[src/rtl/mchk_pkg.sv]
package mchk_pkg;

  typedef enum logic {
    PH_ADD = 1'b0,
    PH_RED = 1'b1
  } phase_e;

endpackage

[src/rtl/mchk_adder.sv]
module mchk_adder #(
  parameter int unsigned W = 18
) (
  input  logic [W-1:0] a_i,
  input  logic [W-1:0] b_i,
  output logic [W-1:0] sum_o,
  output logic         carry_o
);

  always_comb begin
    {carry_o, sum_o} = {1'b0, a_i} + {1'b0, b_i};
  end

endmodule

[src/rtl/mchk_ge_detect.sv]
// val_i >= MOD by a bit-serial AND/OR chain: a one bit of MOD needs the bit set
// and the lower part >= ; a zero bit passes if the bit is set or the lower part >=.
module mchk_ge_detect #(
  parameter int unsigned W   = 18,
  parameter int unsigned MOD = 254225
) (
  input  logic [W-1:0] val_i,
  output logic         ge_o
);

  localparam logic [W-1:0] MOD_V = W'(MOD);

  logic [W:0] chain;
  assign chain[0] = 1'b1;

  for (genvar i = 0; i < W; i++) begin : g_seg
    if (MOD_V[i]) begin : g_one
      assign chain[i+1] = val_i[i] & chain[i];
    end else begin : g_zero
      assign chain[i+1] = val_i[i] | chain[i];
    end
  end

  assign ge_o = chain[W];

endmodule

[src/rtl/mchk_phase.sv]
module mchk_phase
  import mchk_pkg::*;
(
  input  logic clk_i,
  input  logic rst_ni,
  input  logic valid_i,
  output logic accept_o,
  output logic red_o
);

  phase_e ph_q;

  assign accept_o = valid_i && (ph_q == PH_ADD);
  assign red_o    = (ph_q == PH_RED);

  always_ff @(posedge clk_i or negedge rst_ni) begin
    if (!rst_ni) ph_q <= PH_ADD;
    else if (accept_o) ph_q <= PH_RED;
    else if (red_o) ph_q <= PH_ADD;
  end

  assert_red_one_cycle_R2: assert property (@(posedge clk_i) disable iff (!rst_ni)
    red_o |=> !red_o);
  assert_accept_to_red_R2: assert property (@(posedge clk_i) disable iff (!rst_ni)
    accept_o |=> red_o);

endmodule

[src/rtl/mchk_accum.sv]
module mchk_accum #(
  parameter int unsigned W   = 18,
  parameter int unsigned MOD = 254225
) (
  input  logic         clk_i,
  input  logic         rst_ni,
  input  logic         valid_i,
  input  logic [W-1:0] data_i,
  output logic         busy_o,
  output logic [W-1:0] x_o,
  output logic [W-1:0] y_o,
  output logic         err_o
);

  localparam logic [W-1:0] MOD_V = W'(MOD);
  localparam logic [W-1:0] RED_K = ~MOD_V + 1'b1;  // 2^W - MOD

  logic         accept, red;
  logic [W-1:0] x_q, y_q, s_q;
  logic         c0_q, err_q;
  logic [W-1:0] op_a, op_b, sum, res;
  logic [W-1:0] gate;
  logic         cy, wrap, res_ge;

  mchk_phase u_phase (
    .clk_i   (clk_i),
    .rst_ni  (rst_ni),
    .valid_i (valid_i),
    .accept_o(accept),
    .red_o   (red)
  );

  // phase selects operands: data word in phase 0, constant in phase 1
  assign gate = {W{red}};
  assign op_a = red ? s_q : x_q;
  assign op_b = (data_i & ~gate) | (RED_K & gate);

  mchk_adder #(.W(W)) u_add (
    .a_i    (op_a),
    .b_i    (op_b),
    .sum_o  (sum),
    .carry_o(cy)
  );

  // carry from either phase means the sum reached MOD
  assign wrap = c0_q | cy;
  assign res  = wrap ? sum : s_q;

  mchk_ge_detect #(.W(W), .MOD(MOD)) u_ge (
    .val_i(res),
    .ge_o (res_ge)
  );

  always_ff @(posedge clk_i or negedge rst_ni) begin
    if (!rst_ni) begin
      s_q  <= '0;
      c0_q <= 1'b0;
    end else if (accept) begin
      s_q  <= sum;
      c0_q <= cy;
    end
  end

  always_ff @(posedge clk_i or negedge rst_ni) begin
    if (!rst_ni) begin
      x_q   <= '0;
      y_q   <= '0;
      err_q <= 1'b0;
    end else if (red) begin
      x_q   <= y_q;
      y_q   <= res;
      err_q <= err_q | res_ge;
    end
  end

  assign busy_o = red;
  assign x_o    = x_q;
  assign y_o    = y_q;
  assign err_o  = err_q;

  assert_shift_R4: assert property (@(posedge clk_i) disable iff (!rst_ni)
    busy_o |=> (x_o == $past(y_o)));
  assert_no_double_wrap_R5: assert property (@(posedge clk_i) disable iff (!rst_ni)
    (red && c0_q && !err_q) |-> !cy);
  assert_err_on_write_R7: assert property (@(posedge clk_i) disable iff (!rst_ni)
    $rose(err_o) |-> $past(busy_o));
  assert_err_sticky_R8: assert property (@(posedge clk_i) disable iff (!rst_ni)
    err_o |=> err_o);
  assert_idle_hold_R10: assert property (@(posedge clk_i) disable iff (!rst_ni)
    (!busy_o && !valid_i) |=> ($stable(x_o) && $stable(y_o)));
  assert_busy_ignores_R3: assert property (@(posedge clk_i) disable iff (!rst_ni)
    busy_o |=> !busy_o);

endmodule

[config.mk]
export PLATFORM = sky130hd
export DESIGN_NAME = mchk_accum
export DESIGN_NICKNAME = d
export VERILOG_FILES = /design/src/rtl/mchk_pkg.sv /design/src/rtl/mchk_adder.sv /design/src/rtl/mchk_ge_detect.sv /design/src/rtl/mchk_phase.sv /design/src/rtl/mchk_accum.sv
export SDC_FILE = /design/constraint.sdc
export NUM_CORES = 1
export LEC_CHECK = 0
export BUFFER_PORTS_ARGS = -buffer_cell sky130_fd_sc_hd__buf_4
export CORE_MARGIN = 2
export CORE_UTILIZATION = 57
export CTS_CLUSTER_DIAMETER = 50
export CTS_CLUSTER_SIZE = 16
export DETAILED_ROUTE_END_ITERATION = 10
export PLACE_DENSITY_LB_ADDON = 0.3
export SLEW_MARGIN = 0
export SYNTH_ARGS = -nofsm -noshare
export SYNTH_HDL_FRONTEND = slang
export SYNTH_SLANG_ARGS = --single-unit
export TNS_END_PERCENT = 100
[constraint.sdc]
create_clock -name clk_i -period 4.05 [get_ports clk_i]
set_input_delay 0.405 -clock clk_i [delete_from_list [all_inputs] [get_ports clk_i]]
set_output_delay 0.405 -clock clk_i [all_outputs]
set_load 0.02 [all_outputs]
==> insert_results.sql, run 1 <==
INSERT INTO impl_metrics (metric_group, metric, value, unit) VALUES
('grt', 'grt_max_degree', '58', ''),
('floorplanning', 'start_util', '0.580', ''),
('place', 'dpl.hpwl', '5890', 'um'),
('power', 'power_switching_share', '0.439', ''),
('status', 'status', 'finished, final reports clean', ''),
('worst_setup_path', 'crit_arrival', '3.51', 'ns'),
('clock_tree', 'post_cts_hold_buffer_count', '0', ''),
('clock_tree', 'cts_made_buffers', '9', ''),
('finish', 'design_area', '0.00435', 'mm2'),
('clock_tree', 'cts.repair.resized', '0', ''),
('timing', 'setup_violations', '0', ''),
('clock_tree', 'root_buffer', 'clkbuf_8', ''),
('floorplanning', 'die-height', '83.9', 'um'),
('drt', 'detail_route.wl_per_cell', '14.7', 'um'),
('power', 'power.sequential.fraction', '0.291', ''),
('finish', 'multi_input_area', '0.00209', 'mm2'),
('worst_setup_path', 'worst-endpoint-required', '4.26', 'ns'),
('yosys', 'yosys.cell_types.count', '54', ''),
('finish', 'layout.filler_cells', '517', ''),
('place', 'io_buffer_count', '58', ''),
('hold_path', 'min_path_type', 'in2async', ''),
('yosys', 'yosys_warnings', '0', ''),
('drt', 'detail_route.first_pass.iterations', '5', ''),
('clock_tree', 'clock_latency', '0.34', 'ns'),
('grt', 'grt_antenna_before_repair', '0', ''),
('power', 'power.total', '3.55', 'mW'),
('timing', 'fmaxAchievable', '303', 'MHz'),
('place', 'dpl_cell_area', '0.00414', 'mm2'),
('worst_setup_path', 'cp-startpoint', 'u_phase.red_o', ''),
('power', 'share_clk_of_total_power', '0.160', ''),
('yosys', 'synthCells', '415', ''),
('floorplanning', 'core_region_area', '0.00628', 'mm2'),
('drt', 'drcViolationCount', '0', ''),
('grt', 'globalRoute.totalOverflow', '0', ''),
('finish', 'layout_common_cells', '106 x nand2_1, 62 x buf_4, 56 x dfrtp_1', ''),
('timing', 'final-hold-violation-count', '0', ''),
('finish', 'layout.core_utilization', '0.693', ''),
('drt', 'postRouteWirelength', '8080', 'um'),
('finish', 'antennaDiodeCount', '0', ''),
('worst_setup_path', 'worst_setup_path_start_kind', 'register', ''),
('worst_setup_path', 'crit_chain', 'buf_4 -> or2_2 -> fa_1 -> a21oi_2 -> o211ai_2 -> a21oi_1 -> o21ai_1 -> xor2_1 -> or3_1 -> o41ai_1 -> o41ai_1', ''),
('grt', 'grt_pass1_vias', '2921', ''),
('timing', 'final-max-slew-violation-count', '0', ''),
('timing', 'unrepaired_setup_endpoints_after_global_routing', 'false', ''),
('yosys', 'syn_avg_cell_area', '8.77', 'um2'),
('power', 'total_leakage_power', '2.12', 'nW'),
('yosys', 'sequential_fraction_of_the_synthesis_area', '0.392', ''),
('floorplanning', 'die_x', '83.9', 'um'),
('yosys', 'synth.cell_area', '0.00364', 'mm2'),
('power', 'net-switching-power', '1.56', 'mW'),
('worst_setup_path', 'depth_of_the_most_critical_reg_to_reg_path', '11', ''),
('power', 'internal_power', '1.99', 'mW'),
('place', 'place_worst_setup_slack', '0.758', 'ns'),
('yosys', 'synth_enable_flop_cells', '0', ''),
('worst_setup_path', 'cp_slowest_stage_delay', '0.46', 'ns'),
('timing', 'finalSetupTns', '0', 'ns'),
('clock_tree', 'cts_post_setup_buffers_inserted', '0', ''),
('flow_run', 'maxCapViolCount', '0', ''),
('worst_setup_path', 'crit_slowest_cell', 'dfrtp_2', ''),
('drt', 'drtIter0Drc', '230', ''),
('worst_setup_path', 'crit-reg2reg-capture', 'err_o', ''),
('grt', 'grt_first_pass_wirelength', '13900', 'um'),
('finish', 'area.growth.synth_to_final', '19.5', '%'),
('yosys', 'postSynthNetCount', '455', ''),
('worst_setup_path', 'critical_path.reg2reg.startpoint', 'u_phase.red_o', ''),
('place', 'gp_congestion', '0.872', ''),
('finish', 'most_common_cell_after_layout_fill_and_taps_aside', 'nand2_1', ''),
('worst_setup_path', 'critical_path_class', 'reg2reg', ''),
('worst_setup_path', 'worst-path-max-fanout', '32', ''),
('power', 'power_per_cell_area', '815', 'mW/mm2'),
('worst_setup_path', 'setup.worst_path.end', 'err_o', '');
-- cells by family (layout without fill, tap and decap cells) --
kind of cell             Yosys count  in the layout  share of synthesized area
flip-flops                        57             57                      0.392
XOR/XNOR                          13             13                     0.0313
multiplexers                      29             29                     0.0842
adder cells (fa/ha/maj)           19             19                     0.0674
buffers and inverters             30             89                     0.0351
AO/OA/AOI/OAI                     75             75                      0.144
AND/OR/NAND/NOR                  192            192                      0.246
-- synth_stat cells (3+ instances only) --
master / count / share of area
a21oi_1: 31 / 0.043
a21oi_2: 3 / 0.0072
mux2_2: 12 / 0.037
dfrtp_1: 57 / 0.39
a31oi_1: 5 / 0.0086
a211oi_1: 3 / 0.0062
buf_2: 3 / 0.0041
nor3_1: 3 / 0.0041
o21ai_0: 5 / 0.0069
ha_1: 18 / 0.062
and3_1: 3 / 0.0052
or2_2: 12 / 0.021
nor2_1: 25 / 0.026
nand2_1: 106 / 0.11
nand4_1: 4 / 0.0069
nand2b_1: 21 / 0.036
xnor2_1: 6 / 0.014
nor2b_1: 7 / 0.012
clkbuf_1: 14 / 0.014
a21o_1: 3 / 0.0062
mux2i_1: 16 / 0.044
inv_1: 10 / 0.010
o41ai_1: 4 / 0.0096
o21ai_1: 5 / 0.0069
xor2_1: 7 / 0.017
-- cell type report --
class	instances	area share
Clock buffer	13	0.0411
Clock inverter	2	0.00805
Inverter	11	0.00949
Multi-Input combinational cell	328	0.479
Sequential cell	57	0.328
Tap cell	77	0.0221
Timing Repair Buffer	63	0.112
-- worst min-delay path by stage --
stage,start,slack [ns],depth (start not counted),end
finish,rst_ni,0.11,1,y_o[7]
detailed placement,err_o,0.45,2,err_o
global placement,y_o[3],0.48,2,x_o[3]
CTS,rst_ni,0.14,1,y_o[7]
global route,rst_ni,0.18,1,y_o[7]
floorplan,rst_ni,0.11,0,c0_q
-- worst max-delay path, delay by kind of cell, from the launching register on --
| family | cells | cell delay (ns) |
|---|---|---|
| compound gates | 6 | 1.11 |
| xor+xnor | 1 | 0.19 |
| flops | 1 | 0.46 |
| simple gates | 2 | 0.73 |
| fa+ha+maj | 1 | 0.44 |
| buf+inv | 1 | 0.24 |
-- sequential cells by signal (all words and copies together) (netlist names) --
| name | flops |
|---|---|
| err_o | 1 |
| s_q | 18 |
| c0_q | 1 |
| x_o | 18 |
| u_phase.red_o | 1 |
| y_o | 18 |
-- power groups by stage --
stage	Combinational [mW]	Sequential (mW)	Clock [mW]
5_1_grt	2.14	1.07	0.604
6_report	1.95	1.03	0.567
2_1_floorplan	1.20	1.18	0
4_1_cts	1.94	1.03	0.578
3_3_place_gp	1.88	1.02	0
3_5_place_dp	1.93	1.03	0
-- metal layers --
layer  track usage  vias up  share of wire
met2         0.379       90           0.46
met3        0.0702       13          0.064
met4        0.0938        0          0.017
li1              -     1525              -
met5             0        -              0
met1         0.336     1376           0.46
-- metrics by stage --
stage	std cells	hold WS, ns
2_1_floorplan	415	0.109
3_3_place_gp	536	0.483
3_5_place_dp	536	0.451
4_1_cts	551	0.138
5_1_grt	551	0.183
6_report	551	0.115
No activity file was read; power rests on OpenSTA's default activity.
==> run 2, diff against run 1 <==
- ABC_AREA: not set -> 1
- CORE_UTILIZATION: 57 -> 52
- clock period: 4.05 -> 3 ns (I/O delays scaled with it)
==> run 2 against run 1 <==
Clock skew about the same. Core utilization about the same. Synthesized cell count increased by 22%. Sequential power increased by 30%. First-iteration DRC count increased by 40%. Count of clock-buffer cells in the layout unchanged. Largest cell class unchanged.
==> insert_results.sql, run 2 <==
INSERT INTO impl_metrics (metric_group, metric, value, unit) VALUES
('status', 'status', 'finished, final reports clean', ''),
('timing', 'worst_skew', '0.00757', 'ns'),
('yosys', 'synth_fa_ha_area_frac', '0.0654', ''),
('power', 'power_per_cell_area', '1110', 'mW/mm2'),
('yosys', 'async_set_or_reset_register_ratio_after_synthesis', '1.00', ''),
('floorplanning', 'core_region_area', '0.00687', 'mm2'),
('worst_setup_path', 'cp-end-kind', 'register', ''),
('clock_tree', 'cts_made_buffers', '9', ''),
('finish', 'antennaDiodeCount', '0', ''),
('yosys', 'ys_dominant_reg_cell', 'dfrtp_1', ''),
('yosys', 'synth_top_cells_by_count', '172 x nand2_1, 57 x dfrtp_1, 52 x o21ai_0', ''),
('worst_setup_path', 'critical_path.reg2reg.startpoint', 'u_phase.red_o', ''),
('yosys', 'syn_avg_cell_area', '7.43', 'um2'),
('timing', 'holdWs', '0.0138', 'ns'),
('finish', 'finalNonFillerCells', '676', ''),
('clock_tree', 'post_cts_hold_buffer_count', '0', ''),
('clock_tree', 'clock_tree_from_tritoncts', 'built', ''),
('timing', 'finalSetupTns', '0', 'ns'),
('timing', 'fmaxAchievable', '346', 'MHz'),
('yosys', 'yosysMostFrequentCell', 'nand2_1', ''),
('yosys', 'post_synth_and_or_nand_nor_area_fraction', '0.322', ''),
('floorplanning', 'placement_rows', '30', ''),
('yosys', 'synthCells', '505', ''),
('yosys', 'yosys.area.top_type_share', '0.380', ''),
('worst_setup_path', 'critical_path_class', 'reg2reg', ''),
('worst_setup_path', 'cp-startpoint', 'u_phase.red_o', ''),
('drt', 'num_vias', '3691', ''),
('yosys', 'synth-compound-area-share', '0.137', ''),
('yosys', 'postSynthNetCount', '545', ''),
('place', 'gp_congestion', '1.03', ''),
('yosys', 'sequential_fraction_of_the_synthesis_area', '0.380', ''),
('finish', 'layout.filler_cells', '567', ''),
('timing', 'worst_slack', '0.111', 'ns'),
('timing', 'final-hold-violation-count', '0', ''),
('place', 'dpl_cell_area', '0.00434', 'mm2'),
('yosys', 'synth_area_leaders', 'dfrtp_1 38%, nand2_1 17%, o21ai_0 6.9%', ''),
('drt', 'detail_route.first_pass.iterations', '5', ''),
('drt', 'drcViolationCount', '0', ''),
('clock_tree', 'htree_levels', '3', ''),
('drt', 'highest_layer', 'met4', ''),
('drt', 'detail_route.wl_per_cell', '15.0', 'um'),
('finish', 'layout-drive-gt1-share', '0.267', ''),
('yosys', 'synth.ff_latch_count', '57', ''),
('clock_tree', 'clkSinkCount', '57', ''),
('worst_setup_path', 'crit_chain', 'inv_2 -> buf_12 -> nand2_1 -> o21ai_0 -> ha_2 -> a21oi_4 -> a21oi_4 -> nor2_4 -> nand3_4 -> buf_4 -> o21ai_1 -> nand4_1 -> nor2_1 -> nand2_1 -> nand2_1', ''),
('grt', 'grt_first_pass_wirelength', '15800', 'um'),
('floorplanning', 'start_util', '0.546', ''),
('place', 'io_buffer_count', '58', ''),
('hold_path', 'min_path_type', 'in2async', ''),
('clock_tree', 'cts.path.max_buffers', '2', ''),
('finish', 'design_area', '0.00476', 'mm2'),
('place', 'place_worst_setup_slack', '0.112', 'ns'),
('clock_tree', 'cts.clk_slew.worst_paths', '0.07', 'ns'),
('drt', 'route.antenna.remaining_nets', '0', ''),
('grt', 'grt_pass1_vias', '3325', ''),
('yosys', 'yosys.cell_types.count', '36', ''),
('grt', 'grt_antenna_before_repair', '0', ''),
('timing', 'final-max-slew-violation-count', '0', ''),
('yosys', 'yosys_warnings', '0', ''),
('worst_setup_path', 'cp_slowest_stage_delay', '0.41', 'ns'),
('power', 'irDropWorstVdd', '0.359', 'mV'),
('worst_setup_path', 'crit_family', 'simple AND/OR/NAND/NOR gates', ''),
('floorplanning', 'die-height', '88.9', 'um'),
('timing', 'setup_violations', '0', ''),
('timing', 'worst_slew_pin_slew', '0.723', 'ns'),
('drt', 'vias_per_cell', '5.46', ''),
('grt', 'grt_max_degree', '58', ''),
('worst_setup_path', 'worst-endpoint-required', '3.27', 'ns'),
('power', 'power.total', '5.27', 'mW'),
('finish', 'area.growth.synth_to_final', '27.0', '%'),
('drt', 'wl_met2', '4590', 'um'),
('yosys', 'synth_mux_area_frac', '0', ''),
('finish', 'multi_input_area', '0.00219', 'mm2'),
('clock_tree', 'root_buffer', 'clkbuf_8', ''),
('finish', 'layout.core_utilization', '0.693', ''),
('floorplanning', 'die_x', '88.9', 'um'),
('flow_run', 'maxCapViolCount', '0', ''),
('worst_setup_path', 'worst-path-buf-inv', '3', ''),
('timing', 'time_the_final_worst_path_needs_with_i_o_delays_and_setup', '2.89', 'ns'),
('drt', 'wl_met3', '726', 'um'),
('worst_setup_path', 'crit_arrival', '3.16', 'ns'),
('yosys', 'synth_top_family_by_area', 'simple AND/OR/NAND/NOR gates', ''),
('drt', 'postRouteWirelength', '10100', 'um'),
('yosys', 'synth.cell_area', '0.00375', 'mm2'),
('worst_setup_path', 'worst-path-max-fanout', '19', ''),
('finish', 'regArea', '0.00143', 'mm2'),
('power', 'total_leakage_power', '2.46', 'nW'),
('worst_setup_path', 'worst_setup_path_start_kind', 'register', ''),
('place', 'post_place_cells', '656', ''),
('yosys', 'synth_enable_flop_cells', '0', ''),
('yosys', 'post_synth_xor_area_fraction', '0.0257', ''),
('finish', 'most_common_cell_after_layout_fill_and_taps_aside', 'nand2_1', ''),
('worst_setup_path', 'crit-reg2reg-capture', 'err_o', ''),
('floorplanning', 'io_pins', '59', ''),
('yosys', 'post-synth-top-area-cell', 'dfrtp_1', ''),
('grt', 'grt.total_usage', '0.261', ''),
('grt', 'globalRoute.totalOverflow', '0', ''),
('worst_setup_path', 'critical_path.most_common_cell', 'nand2_1', ''),
('drt', 'drtIter0Drc', '321', ''),
('finish', 'layout_common_cells', '170 x nand2_1, 73 x buf_4, 56 x dfrtp_1', ''),
('worst_setup_path', 'ff2ff_setup_slack', '0.11', 'ns'),
('place', 'dpl.hpwl', '7500', 'um'),
('worst_setup_path', 'depth_of_the_most_critical_reg_to_reg_path', '15', ''),
('finish', 'final_net_count', '616', ''),
('timing', 'timing.max_slew.rel_slack', '0.518', ''),
('drt', 'met1Wirelength', '4660', 'um'),
('worst_setup_path', 'crit_slowest_cell', 'dfrtp_2', ''),
('floorplanning', 'die-area', '0.00791', 'mm2'),
('clock_tree', 'clock_latency', '0.34', 'ns'),
('timing', 'share_of_the_clock_period_used_by_the_worst_path_after_layout', '0.963', '');
-- run 2: cell types whose count changed in the layout (fill, tap and decap cells not counted), moves of 5 or more --
| cell | previous run | this run |
|---|---|---|
| o21ai_0 | 5 | 52 |
| buf_4 | 62 | 73 |
| mux2i_1 | 16 | 0 |
| a21oi_1 | 31 | 10 |
| nand2_1 | 106 | 170 |
| mux2_2 | 12 | 0 |
| inv_1 | 10 | 41 |
| nand4_1 | 4 | 9 |
| ha_1 | 18 | 12 |
| nand2b_1 | 21 | 0 |
| nand2_2 | 0 | 11 |
| nor2b_1 | 7 | 0 |
| nand3_1 | 2 | 19 |
| nor2_1 | 25 | 32 |
-- run 2: how the worst max path moves through the flow --
stage          cells past startpoint  slack, ns     to
2_1_floorplan                     23       0.04  err_o
3_3_place_gp                      13       0.16  err_o
3_5_place_dp                      14       0.11  err_o
4_1_cts                           14       0.09  err_o
5_1_grt                           17      -0.07  err_o
6_report                          15       0.11  err_o
-- run 2: cells by family (layout without fill, tap and decap cells) --
family                     count (synthesis)  in the layout
and+or+nand+nor                          267            268
AOI/OAI and AO/OA                         87             87
buffers and inverters                     64            138
DFF                                       57             57
adders and majority gates                 19             19
xor gates and xnor gates                  11             11
-- run 2: report_power, final --
group | total [mW] | internal (mW) | switching, mW
clock | 0.836 | 0.532 | 0.304
combinational | 3.09 | 1.20 | 1.89
sequential | 1.34 | 1.10 | 0.236
-- run 2: area by class of cell --
cell class / count / share of cell area
Timing Repair Buffer: 77 / 0.131
Clock buffer: 13 / 0.0355
Sequential cell: 57 / 0.300
Clock inverter: 2 / 0.0126
Inverter: 46 / 0.0368
Multi-Input combinational cell: 385 / 0.459
Tap cell: 96 / 0.0252
-- run 2: worst register-to-register path, delay by kind of cell (launching register included) --
| family | cells | cell delay [ns] |
|---|---|---|
| flip-flops | 1 | 0.41 |
| adder cells (fa/ha/maj) | 1 | 0.39 |
| AO/OA/AOI/OAI | 4 | 0.65 |
| AND/OR/NAND/NOR | 7 | 0.85 |
| buffers and inverters | 3 | 0.53 |
-- run 2: per-layer routing --
layer  track usage  vias to the layer above
met4        0.0964                        0
met1         0.387                     1739
met5             0                        -
li1              -                     1785
met2         0.384                      149
met3        0.0452                       18
-- run 2: repair_timing --
action | 4_1_cts | 5_1_grt
resized for setup | 0 | 22
endpoints found under the setup margin | 0 | 2
setup buffers | 0 | 3
